<file path="config.mk">
export PLATFORM = sky130hd
export DESIGN_NAME = gpio_hw_port
export DESIGN_NICKNAME = d
export VERILOG_FILES = /design/src/rtl/gpio_hw_pkg.sv /design/src/rtl/gpio_wmask_half.sv /design/src/rtl/gpio_in_sync.sv /design/src/rtl/gpio_rd_mux.sv /design/src/rtl/gpio_hw_port.sv
export SDC_FILE = /design/constraint.sdc
export NUM_CORES = 1
export LEC_CHECK = 0
export BUFFER_PORTS_ARGS = -buffer_cell sky130_fd_sc_hd__buf_2
export CAP_MARGIN = 20
export CELL_PAD_IN_SITES_DETAIL_PLACEMENT = 0
export CELL_PAD_IN_SITES_GLOBAL_PLACEMENT = 1
export CORE_MARGIN = 2
export CORE_UTILIZATION = 37
export DETAILED_ROUTE_END_ITERATION = 8
export PLACE_DENSITY = 0.78
export SYNTH_ARGS = -nofsm -noshare
export SYNTH_HDL_FRONTEND = slang
export SYNTH_SLANG_ARGS = --single-unit
</file>
<file path="constraint.sdc">
create_clock -name clk -period 2.9 [get_ports clk]
set_input_delay 0.435 -clock clk [delete_from_list [all_inputs] [get_ports clk]]
set_output_delay 0.435 -clock clk [all_outputs]
set_load 0.005 [all_outputs]
</file>
<file path="src/rtl/gpio_hw_pkg.sv">
// Package: shared constants for the half-word write-masked GPIO port.
// Assumes a 32-pin port split into two 16-bit halves.
package gpio_hw_pkg;
    localparam int HALF_W      = 16;
    localparam int NUM_HALVES  = 2;
    localparam int PORT_W      = HALF_W * NUM_HALVES;
    localparam int BUS_W       = 32;
    localparam int ADDR_W      = 8;
    localparam int WORD_BYTES  = 4;

    localparam logic [ADDR_W-1:0] OFS_DOUT = 8'h00;
    localparam logic [ADDR_W-1:0] OFS_DIR  = 8'h08;
    localparam logic [ADDR_W-1:0] OFS_EXT  = 8'h70;
    localparam logic [ADDR_W-1:0] OFS_VER  = 8'h78;

    typedef enum logic [1:0] {
        SEL_NONE = 2'd0,
        SEL_DOUT = 2'd1,
        SEL_DIR  = 2'd2
    } ctl_sel_e;
endpackage

</file>
<file path="src/rtl/gpio_wmask_half.sv">
// Module: one half-word register with a per-bit write enable.
// Writes take the enable mask from the upper half of the data word.
// Assumes the data word is exactly twice the register width.
module gpio_wmask_half #(
    parameter int W = 16
) (
    input  logic           clk,
    input  logic           rst_n,
    input  logic           wr_stb,
    input  logic [2*W-1:0] wdata,
    output logic [W-1:0]   q
);
    logic [W-1:0] en;
    logic [W-1:0] d;

    // Split the write word into its enable and data halves.
    always_comb begin
        en = wdata[2*W-1:W];
        d  = wdata[W-1:0];
    end

    // Update only the enabled bits on a write. Clear on reset.
    always_ff @(posedge clk) begin
        if (!rst_n) begin
            q <= '0;
        end else if (wr_stb) begin
            q <= (q & ~en) | (d & en);
        end
    end
endmodule

</file>
<file path="src/rtl/gpio_in_sync.sv">
// Module: multi-flop synchronizer for the external pin bus.
// Assumes STAGES >= 1. The output lags the input by STAGES edges.
module gpio_in_sync #(
    parameter int W      = 32,
    parameter int STAGES = 2
) (
    input  logic         clk,
    input  logic         rst_n,
    input  logic [W-1:0] d_async,
    output logic [W-1:0] q_sync
);
    logic [W-1:0] chain [STAGES];

    // Shift the pin levels through the flop chain. Clear on reset.
    always_ff @(posedge clk) begin
        if (!rst_n) begin
            for (int i = 0; i < STAGES; i++) chain[i] <= '0;
        end else begin
            chain[0] <= d_async;
            for (int i = 1; i < STAGES; i++) chain[i] <= chain[i-1];
        end
    end

    // Present the last stage.
    always_comb q_sync = chain[STAGES-1];
endmodule

</file>
<file path="src/rtl/gpio_rd_mux.sv">
// Module: read-data selection for the GPIO port.
// Control words return a zero-extended half. Unmapped addresses read 0.
module gpio_rd_mux
    import gpio_hw_pkg::*;
#(
    parameter logic [BUS_W-1:0] ID_VALUE = 32'h01000C2B
) (
    input  logic [ADDR_W-1:0] addr,
    input  logic [PORT_W-1:0] dout,
    input  logic [PORT_W-1:0] dir,
    input  logic [PORT_W-1:0] ext,
    output logic [BUS_W-1:0]  rdata
);
    localparam int PAD_W = BUS_W - HALF_W;

    // Decode the address to one of the readable words.
    always_comb begin
        rdata = '0;
        for (int h = 0; h < NUM_HALVES; h++) begin
            if (addr == OFS_DOUT + ADDR_W'(h * WORD_BYTES))
                rdata = {{PAD_W{1'b0}}, dout[h*HALF_W +: HALF_W]};
            if (addr == OFS_DIR + ADDR_W'(h * WORD_BYTES))
                rdata = {{PAD_W{1'b0}}, dir[h*HALF_W +: HALF_W]};
        end
        if (addr == OFS_EXT) rdata = ext;
        if (addr == OFS_VER) rdata = ID_VALUE;
    end
endmodule

</file>
<file path="src/rtl/gpio_hw_port.sv">
// Module: top of the 32-pin GPIO port with half-word masked writes.
// Output-value and output-enable registers each span two bus words.
// External pins are synchronized before they are read.
// Synchronous active-low reset. Reads are combinational.
module gpio_hw_port
    import gpio_hw_pkg::*;
#(
    parameter int               SYNC_STAGES = 2,
    parameter logic [31:0]      ID_VALUE    = 32'h01000C2B
) (
    input  logic        clk,
    input  logic        rst_n,
    input  logic        bus_wr,
    input  logic [7:0]  bus_addr,
    input  logic [31:0] bus_wdata,
    output logic [31:0] bus_rdata,
    input  logic [31:0] pin_in,
    output logic [31:0] pin_out,
    output logic [31:0] pin_oe
);
    logic [NUM_HALVES-1:0] wr_dout;
    logic [NUM_HALVES-1:0] wr_dir;
    logic [PORT_W-1:0]     dout_q;
    logic [PORT_W-1:0]     dir_q;
    logic [PORT_W-1:0]     ext_q;

    // Write strobes, one per half of each control register.
    always_comb begin
        for (int h = 0; h < NUM_HALVES; h++) begin
            wr_dout[h] = bus_wr && (bus_addr == OFS_DOUT + ADDR_W'(h * WORD_BYTES));
            wr_dir[h]  = bus_wr && (bus_addr == OFS_DIR  + ADDR_W'(h * WORD_BYTES));
        end
    end

    // One masked half register per half, for both control registers.
    for (genvar h = 0; h < NUM_HALVES; h++) begin : g_half
        gpio_wmask_half #(.W(HALF_W)) u_dout (
            .clk    (clk),
            .rst_n  (rst_n),
            .wr_stb (wr_dout[h]),
            .wdata  (bus_wdata),
            .q      (dout_q[h*HALF_W +: HALF_W])
        );
        gpio_wmask_half #(.W(HALF_W)) u_dir (
            .clk    (clk),
            .rst_n  (rst_n),
            .wr_stb (wr_dir[h]),
            .wdata  (bus_wdata),
            .q      (dir_q[h*HALF_W +: HALF_W])
        );
    end

    gpio_in_sync #(.W(PORT_W), .STAGES(SYNC_STAGES)) u_sync (
        .clk     (clk),
        .rst_n   (rst_n),
        .d_async (pin_in),
        .q_sync  (ext_q)
    );

    gpio_rd_mux #(.ID_VALUE(ID_VALUE)) u_rd (
        .addr  (bus_addr),
        .dout  (dout_q),
        .dir   (dir_q),
        .ext   (ext_q),
        .rdata (bus_rdata)
    );

    // Drive the pad-side outputs from the registers.
    always_comb begin
        pin_out = dout_q;
        pin_oe  = dir_q;
    end
endmodule

</file>
# Yosys cells after proc, flatten, opt, wreduce, memory -nomap -nowiden
# Memory sizes are Yosys's and may differ from the RTL's.
# Index checks and enable logic that the tools add are counted.
# totals
output_inout_bits,96
ff_bits,64
ram_bits,64
word_cells,37
n_memories,1
in_bits,75
# mem_list
memory,words,word_bits,read_ports,rd_ports_with_merged_regs,write_ports,line_no,rtl
u_sync.chain,2,32,2,0,2,gpio_in_sync.sv:12,logic [W-1:0] chain [STAGES];
# classes
bitwise_logic,12
n_reduce_logical,5
eq_ne,5
n_mux,10
# op_table
cell,count
$mux W32,4
$and A16 B16 Y16,5
$mux W16,4
$or A16 B16 Y16,4
$eq A8 B4 Y1 const B,2
$eq A8 B7 Y1 const B,2
$not A16 Y16,1
$eq A8 B3 Y1 const B,1
$logic_not A8 Y1,1
$logic_and A1 B1 Y1,4
$mux W1,2
$or A1 B1 Y1,2

# Depth between registers and ports, before layout
# Gate-level depths: netlist of run 1.
# logic_depth
word_depth,7
ltp_mapped,6
depth_no_buf,4

# Cells and area by module
# Synthesis of run 1 repeated with hierarchy kept, for this count alone.
# unflattened
hier_cells,662
area_unflattened_um2,6007.0
# modules_own_cells
mod,seq_area_each_um2,instances,area_per_inst_um2,cells_each
gpio_wmask_half,320.3,4,750.7,85
gpio_in_sync,1281.2,1,2031.9,166
gpio_rd_mux,0.0,1,917.1,148
gpio_hw_port,0.0,1,55.1,8

# Worst setup path before layout of run 1
# No wires, ideal clock.
# synth_timing
path_kind,input -> output
from,input bus_addr[0]
to,output bus_rdata[0]
stages,6
arrival_time_ns,1.923
n_path_buf,2
t_required_ns,2.465
setup_slack_ns,0.542
cell_sequence,clkbuf_1 > or3_1 > nor4_1 > clkbuf_1 > a21oi_1 > o32ai_1
# synth_via
elab_chain_len,7
elab_cells_between_ends,12
classes_between,5 x eq/ne; 6 x mux; 1 x reduce/logical
# synth_lines
item,line_no,rtl
start: declaration,gpio_hw_port.sv:14,"input logic [7:0] bus_addr,"
$logic_not A8 Y1,gpio_rd_mux.sv:20,if (addr == OFS_DOUT + ADDR_W'(h * WORD_BYTES))
$mux W16,gpio_rd_mux.sv:20,
$mux W16,gpio_rd_mux.sv:22,if (addr == OFS_DIR + ADDR_W'(h * WORD_BYTES))
$mux W16,gpio_rd_mux.sv:20,
$mux W16,gpio_rd_mux.sv:22,
$mux W32,gpio_rd_mux.sv:25,if (addr == OFS_EXT) rdata = ext;
$mux W32 *,gpio_rd_mux.sv:26,if (addr == OFS_VER) rdata = ID_VALUE;
end: declaration,gpio_hw_port.sv:16,"output logic [31:0] bus_rdata,"
# Every way passes the cells marked *; elsewhere a longest branch is shown, timed or not.

# Worst setup path after layout of run 1
# layout_timing
from,input bus_addr[4]
to,output bus_rdata[5]
# The elaborated chain is that of the path after synthesis.

==> impl_metrics.ini, run 1 <==
[grt]
grt_pass1_wl_mm = 24.4
grt_max_degree = 145
grt_util_all_layers_pct = 21.1
grt_pass1_vias = 4573
antenna_found_initial = 0
grt.overflow.total = 0

[worst_setup_path]
startpoint_type = input pin
path_class = input pin to output pin
cp.arrival_ns = 2.16
required_ns = 2.47
timing.critical_path.to_type = output pin
crit_fanout = 8

[synthesis]
ys_ff_latch = 128
syn_inst = 587
synth_area_leaders = dfxtp_1, mux2i_1, and2_1
yosysSeqAreaShare_pct = 48.2
synth_commonest_cells = dfxtp_1, nand2_1, and2_1, nand3_1, mux2i_1
yosysUniqueCellTypes = 38
synth-edff-count = 0
yosysMostFrequentCell = dfxtp_1
ys_async_sr_fraction_pct = 0
synthFlopType = dfxtp_1
synth_top_area_cell = dfxtp_1
netlist_area_um2 = 5320
ys_warn_count = 0
syn_area_per_cell_um2 = 9.06
syn-num-nets = 662
synth_top_cell_area_share_pct = 48.2

[final_layout]
stdcell_area_um2 = 7050
drive_gt1_share_pct = 30.5
antenna_cells = 0
area_growth_pct = 32.5
nets = 826

[sta]
finalCritPeriodShare_pct = 89.4
slew_headroom_pct = 53.7
setup_viol = 0
clock_skew_ns = 0.0113
fmaxAchievable_ghz = 0.386
final-hold-violation-count = 0
slew_violations = 0
worst_slew_pin_slew_ns = 0.694
fin_ws_ns = 0.309
tns_ns = 0
rsz0062_at_grt = no
fin_crit_ns = 2.59

[pwr]
ir_drop_uv = 487
p_per_area_nw_per_um2 = 631
total_power_uw = 4450
leakage_uw = 0.00348

[place]
dp_hpwl_mm = 11.1
place_congestion = 0.824
place_ws_ns = 0.344
numPortBuffers = 170
dpl_cell_area_um2 = 6380

[die]
fp-row-count = 43
die_y_um = 124
start_util_pct = 38.0
coreArea_um2 = 14000
die-area_um2 = 15400
die_x_um = 124
num_io_pins = 171

[routing]
drtAntennaViolNets = 0
routedWlPerCell_um = 17.0
vias = 4693
dr_wl_met3_um = 859
wl_met1_mm = 7.26
drc = 0
viasPerCell = 4.97
highest_layer = met4
routed_wl_mm = 16.1
first_pass_iters = 5
first_iter_violations = 285
routed-wl-met2_mm = 7.69

[cts]
clock_tree.buffer_depth = 2
h-tree-depth = 4
cts.clk_slew.worst_paths_ns = 0.06
cts_sinks = 128
cts_setup_buffers = 0
worstSkewPairLatency_ns = 0.42
cts_resized = 0
cts_buffers = 17
holdBufCountCts = 0
cts_tree = done
cts_root_buf = clkbuf_16

[worst_hold_path]
hp-class = input pin to flop

[status]
status = finished, final reports clean

[flow_run]
drv_cap = 0
area by class of cell:
cell class	count	area, um^2
clock buffer	18	429
fill	1333	6940
inverter	11	41.3
timing repair buffer	189	1020
multi-input combinational	404	2530
clock inverter	14	239
sequential	128	2560
tap	180	225
through the flow:
step                      std cells  hold WS [ns]  util, %
final                           944         0.219     50.4
after global routing            944         0.218     50.4
after CTS                       944         0.203     50.4
after detailed placement        912         0.417     45.6
after global placement          912         0.413     45.6
after floorplan                 587         0.412        -
cell families (layout without fill, tap and decap cells):
| group | count (synthesis) | count (layout) | synth area share (%) |
|---|---|---|---|
| simple gates | 279 | 279 | 27.4 |
| flops | 128 | 128 | 48.2 |
| mux | 66 | 66 | 12.5 |
| compound gates | 59 | 59 | 7.43 |
| buf+inv | 55 | 232 | 4.56 |
worst max-delay path, cell delays in order:
cell,delay (ns)
buf_2,0.12
or4_4,0.53
or3_1,0.55
o32ai_1,0.34
buf_2,0.18
metal layers:
layer	vias to the layer above	global-route usage [%]
met5	-	0
li1	2323	-
met2	152	34.0
met3	20	4.76
met1	2198	27.4
met4	0	8.99
cells in the final DEF, fill, tap and decap left out, types with 2 or more instances in the layout:
master and instances:
clkinvlp_4 6, nor2b_1 2, mux2_2 2, nor3_2 2, and2_1 79, dfxtp_1 128
buf_12 2, o32ai_1 5, nand2_1 98, nor4b_4 2, a31oi_1 6, a2bb2oi_1 2
nor4_4 2, a21oi_1 17, mux2i_1 64, buf_4 18, or3_1 2, a221o_1 2
nand3_1 67, a22oi_1 2, inv_1 11, o21ai_0 9, buf_2 169, a32oi_1 3
a21o_1 5, nand2b_1 2, o2111ai_1 5, clkbuf_16 17, bufinv_16 6, nor2_1 15
nand3_2 2
power by group:
part           internal (uW)  leakage, uW  switching, uW
Sequential              1800      0.00104           9.82
Combinational           88.2      0.00213            143
Clock                   1610     0.000304            796
Total                   3500      0.00348            949
final timing paths:
path	startpoint	to	slack [ns]	cells after the start
worst max-delay path	bus_addr[4]	bus_rdata[5]	0.31	5
worst max register to register	flop	flop	2.20	2
worst min register to register	u_sync.chain[0][2]$_SDFF_PN0_	u_sync.chain[0][34]$_SDFF_PN0_	0.43	1
worst min-delay path	pin_in[14]	u_sync.chain[0][14]$_SDFF_PN0_	0.22	2
(Power assumes the default switching activity.)
==> run 2: changes to the inputs <==
- ABC_AREA: default -> 1
- CORE_UTILIZATION: 37 -> 36
- PLACE_DENSITY: 0.78 -> 0.8
==> impl_metrics.ini, run 2 <==
[routing]
routed_wl_mm = 16.0
viasPerCell = 4.35
vias = 5595
first_iter_violations = 286
drtAntennaViolNets = 0
routedWlPerCell_um = 12.5
drc = 0
first_pass_iters = 5

[die]
start_util_pct = 36.9
coreArea_um2 = 15900
die_y_um = 132
die-area_um2 = 17400
fp-row-count = 46
die_x_um = 132
num_io_pins = 171

[synthesis]
syn_area_per_cell_um2 = 6.55
synth-edff-count = 0
ys_warn_count = 0
yosysSeqAreaShare_pct = 43.5
synth_area_leaders = dfxtp_1, nand2_1, inv_1
syn-num-nets = 974
synth_top_area_cell = dfxtp_1
netlist_area_um2 = 5890
syn_inst = 899
yosysMostFrequentCell = nand2_1
synthFlopType = dfxtp_1
synth_commonest_cells = nand2_1, inv_1, dfxtp_1, nor2_1, nand3_1
ys_async_sr_fraction_pct = 0
synth_top_cell_area_share_pct = 43.5
yosysUniqueCellTypes = 21
ys_ff_latch = 128

[sta]
clock_skew_ns = 0.00440
rsz0062_at_grt = no
final-hold-violation-count = 0
setup_viol = 0
finalCritPeriodShare_pct = 76.8
fmaxAchievable_ghz = 0.449
tns_ns = 0
fin_crit_ns = 2.23
worst_slew_pin_slew_ns = 0.559
slew_headroom_pct = 62.8
slew_violations = 0

[pwr]
p_per_area_nw_per_um2 = 560
pwr-share-seq_pct = 43.2
intPower_uw = 3170
clkPwrFrac_pct = 51.7
swShare_pct = 24.4
power_switching_uw = 1020
leakage_uw = 0.00424
combPwrFrac_pct = 5.0
ir_drop_uv = 388

[cts]
cts_buffers = 17
clock_tree.buffer_depth = 2
worstSkewPairLatency_ns = 0.42
cts_root_buf = clkbuf_16
cts_resized = 0
holdBufCountCts = 0
cts_sinks = 128
cts.clk_slew.worst_paths_ns = 0.06
cts_tree = done
cts_setup_buffers = 0
h-tree-depth = 4

[worst_setup_path]
critPathTopFamily = buffers and inverters
path_class = input pin to output pin
required_ns = 2.47
slowest_delay_ns = 0.29
timing.critical_path.to_type = output pin
startpoint_type = input pin
cp.arrival_ns = 1.79
crit_chain = buf_2 > nor2_1 > nand2_1 > inv_2 > nand2_4 > inv_1 > nand2_1 > nand4_1 > buf_2
crit_slowest_cell = inv_2
crit_fanout = 13
critPathBufInv = 4

[grt]
grt.overflow.total = 0
grt_pass1_wl_mm = 25.9
grt_util_all_layers_pct = 18.8
grt_max_degree = 81
antenna_found_initial = 0
grt_pass1_vias = 5009

[status]
status = finished, final reports clean

[place]
dp_hpwl_mm = 11.0
numPortBuffers = 170
dpl_cell_area_um2 = 6890
place_congestion = 0.826

[final_layout]
drive_gt1_share_pct = 20.8
area_growth_pct = 27.1
mostFrequentLayoutCells = nand2_1, inv_1, buf_2
nets = 1131
register_area_um2 = 2560
layout.cells.most_common = nand2_1
antenna_cells = 0
final_core_util_pct = 46.9
nFillCells = 1740
stdcell_area_um2 = 7480
multiInputGateArea_um2 = 2390

[worst_hold_path]
hp-class = input pin to flop

[flow_run]
drv_cap = 0
## run 2: changes by cell type after synthesis, sizes merged, moves of 6 or more
cell and change:
a21oi -17, nand4 +21, inv +178, nor2 +109
nand2 +174, nand3 +30, buf +12, a31oi -6
mux2i -64, clkbuf -16, a21boi +16, and2 -79
o21ai -7, o211ai +6
## run 2: power groups by stage
stage | registers [uW] | logic, uW | clock network [uW]
final | 1810 | 211 | 2170
after CTS | 1810 | 213 | 2220
after global routing | 1810 | 243 | 2300
after floorplan | 1850 | 106 | 0
after detailed placement | 1850 | 213 | 0
after global placement | 1850 | 212 | 0
## run 2: cell families (layout without fill, tap and decap cells)
| group | after synthesis | count (layout) | synth area share [%] |
|---|---|---|---|
| flops | 128 | 128 | 43.5 |
| buf+inv | 229 | 399 | 15.9 |
| simple gates | 517 | 517 | 37.4 |
| compound gates | 25 | 25 | 3.15 |
## run 2: layout make-up
| cell class | instances | area share (%) |
|---|---|---|
| flip-flops and latches | 128 | 34.2 |
| multi-input cells | 542 | 32.0 |
| repair buffers | 178 | 12.7 |
| inverters | 189 | 9.48 |
| clock buffers | 17 | 5.68 |
| well taps | 216 | 3.61 |
| clock inverters | 15 | 2.31 |
## run 2: layer usage
| metal | share of wire [%] | vias to the layer above | global-route usage (%) |
|---|---|---|---|
| met2 | 47 | 150 | 31.1 |
| li1 | - | 2989 | - |
| met1 | 46 | 2438 | 24.0 |
| met5 | 0 | - | 0 |
| met4 | 1.7 | 0 | 6.52 |
| met3 | 5.4 | 18 | 4.61 |
## run 2: worst register-to-register path, cell delays in order, from the launching register on
cell	delay [ns]
dfxtp_1	0.42
inv_1	0.06
nand2_1	0.06
inv_1	0.03
nor2_1	0.08
## run 2: final timing paths
path                                        from                              to  slack, ns  cells past startpoint
setup / recovery                     bus_addr[7]                   bus_rdata[10]       0.67                      9
hold / removal                        pin_in[29]  u_sync.chain[0][29]$_SDFF_PN0_       0.19                      3
setup reg to reg                            flop                            flop       2.18                      4
hold reg to reg   u_sync.chain[0][25]$_SDFF_PN0_  u_sync.chain[0][57]$_SDFF_PN0_       0.41                      2
## run 2: per-stage QoR
step                hold slack, ns  setup WS (ns)  instances  power [uW]
detailed placement           0.395          0.652       1253        2060
global route                 0.185          0.493       1285        4360
CTS                          0.173          0.645       1285        4240
finish                       0.192          0.673       1285        4190
floorplan                    0.390           1.15        899        1950
global placement             0.392          0.661       1253        2060
==> run 3: changes to the inputs <==
- CORE_UTILIZATION: 36 -> 32
- PLACE_DENSITY: 0.8 -> 0.75
- clock period: 2.9 -> 1.85 ns (I/O delays scaled with it)
==> impl_metrics.ini, run 3 (synthesized netlist as in run 2, its figures left out) <==
[status]
status = finished, final reports clean

[pwr]
total_power_uw = 6580
p_per_area_nw_per_um2 = 839
ir_drop_uv = 613
leakage_uw = 0.00441

[sta]
slew_headroom_pct = 71.1
final-hold-violation-count = 0
slew_violations = 0
worst_slew_pin_slew_ns = 0.431
finalCritPeriodShare_pct = 92.5
clock_skew_ns = 0.00383
fin_ws_ns = 0.139
rsz0062_at_grt = no
hold_ws_ns = 0.0347
setup_viol = 0
fin_crit_ns = 1.71
fmaxAchievable_ghz = 0.584
tns_ns = 0

[place]
place_ws_ns = -0.00949
placed_cells = 1291
numPortBuffers = 170
dp_hpwl_mm = 12.0
place_congestion = 0.777

[die]
die-area_um2 = 19500
die_x_um = 140
die_y_um = 140
start_util_pct = 32.7
fp-row-count = 49
coreArea_um2 = 18000
num_io_pins = 171

[grt]
grt.overflow.total = 0
grt_pass1_wl_mm = 27.2
grt_util_all_layers_pct = 17.7
grt_max_degree = 67
antenna_found_initial = 2
grt_pass1_vias = 5343

[cts]
h-tree-depth = 4
worstSkewPairLatency_ns = 0.42
cts_root_buf = clkbuf_16
cts_tree = done
cts.clk_slew.worst_paths_ns = 0.06
cts_setup_buffers = 0
cts_buffers = 17
clock_tree.buffer_depth = 2
cts_sinks = 128
holdBufCountCts = 0

[worst_setup_path]
crit_slowest_cell = buf_12
required_ns = 1.57
ff2ff_setup_slack_ns = 1.14
slowest_delay_ns = 0.16
crit_chain = buf_2 > nor2_4 > nand2_1 > nor2_4 > buf_12 > buf_4 > nand2_1 > nand2_1 > inv_1 > nand4_1 > buf_2
critPathTopFamily = buffers and inverters
path_class = input pin to output pin
crit_fanout = 16
crit_path_frequent_cell = nand2_1
reg2reg_depth = 4
startpoint_type = input pin
cp.arrival_ns = 1.43
timing.critical_path.to_type = output pin
critPathBufInv = 5

[worst_hold_path]
min_to = u_sync.chain[0][29]$_SDFF_PN0_
holdPathStages = 3
hp-class = input pin to flop
hp-start = pin_in[29]

[routing]
viasPerCell = 4.32
drtAntennaViolNets = 0
drc = 0
first_iter_violations = 340
first_pass_iters = 4
vias = 5721
routedWlPerCell_um = 12.8
routed_wl_mm = 16.9

[final_layout]
instances_no_fill = 1324
layout.cells.most_common = nand2_1
drive_gt1_share_pct = 23.0
area_growth_pct = 33.2
nets = 1157
nFillCells = 1946
antenna_cells = 0
mostFrequentLayoutCells = nand2_1, inv_1, buf_2

[flow_run]
drv_cap = 0
[run 3: how the worst max path moves through the flow]
stage | from | endpoint | slack, ns | cells past startpoint
detailed placement | bus_addr[1] | bus_rdata[11] | -0.009 | 11
global placement | bus_addr[1] | bus_rdata[10] | 0.007 | 11
floorplan | bus_addr[6] | bus_rdata[13] | 0.41 | 7
finish | bus_addr[1] | bus_rdata[0] | 0.14 | 11
CTS | bus_addr[7] | bus_rdata[3] | 0.05 | 11
global route | bus_addr[4] | bus_rdata[10] | 0.002 | 9
[run 3: stage by stage]
stage | instance area, um^2 | util, %
detailed placement | 7220 | 40.0
global placement | 7220 | 40.0
global route | 7840 | 43.5
finish | 7840 | 43.5
floorplan | 5890 | -
CTS | 7810 | 43.3
[run 3: what timing repair did]
item / 4_1_cts / 5_1_grt
pin swaps: 0 / 1
gates cloned: 0 / 1
resized for setup: 1 / 6
endpoints found under the setup margin: 3 / 16
[run 3: layer usage]
layer | track usage [%] | vias up | part of all wire [%]
li1 | - | 3043 | -
met2 | 28.7 | 150 | 46
met3 | 5.33 | 18 | 6.1
met5 | 0 | - | 0.065
met4 | 4.79 | 2 | 1.2
met1 | 22.9 | 2508 | 47
[run 3: layout make-up]
| cell class | instances | area, um^2 | area share (%) |
|---|---|---|---|
| clock inverters | 14 | 155 | 1.98 |
| repair buffers | 203 | 1270 | 16.2 |
| clock buffers | 18 | 439 | 5.60 |
| well taps | 229 | 287 | 3.65 |
| multi-input cells | 543 | 2420 | 30.9 |
| inverters | 189 | 709 | 9.05 |
| flip-flops and latches | 128 | 2560 | 32.7 |
[run 3: report_power, final]
part / switching (uW) / internal, uW / total (uW)
Sequential: 16.4 / 2820 / 2840
Clock: 1330 / 2040 / 3370
Combinational: 228 / 136 / 364
[run 3: worst reg2reg max path, cell delays in order, from the launching register on]
cell,delay [ns]
dfxtp_1,0.41
inv_1,0.06
nand2_1,0.06
nand2_1,0.04
nor2_1,0.08
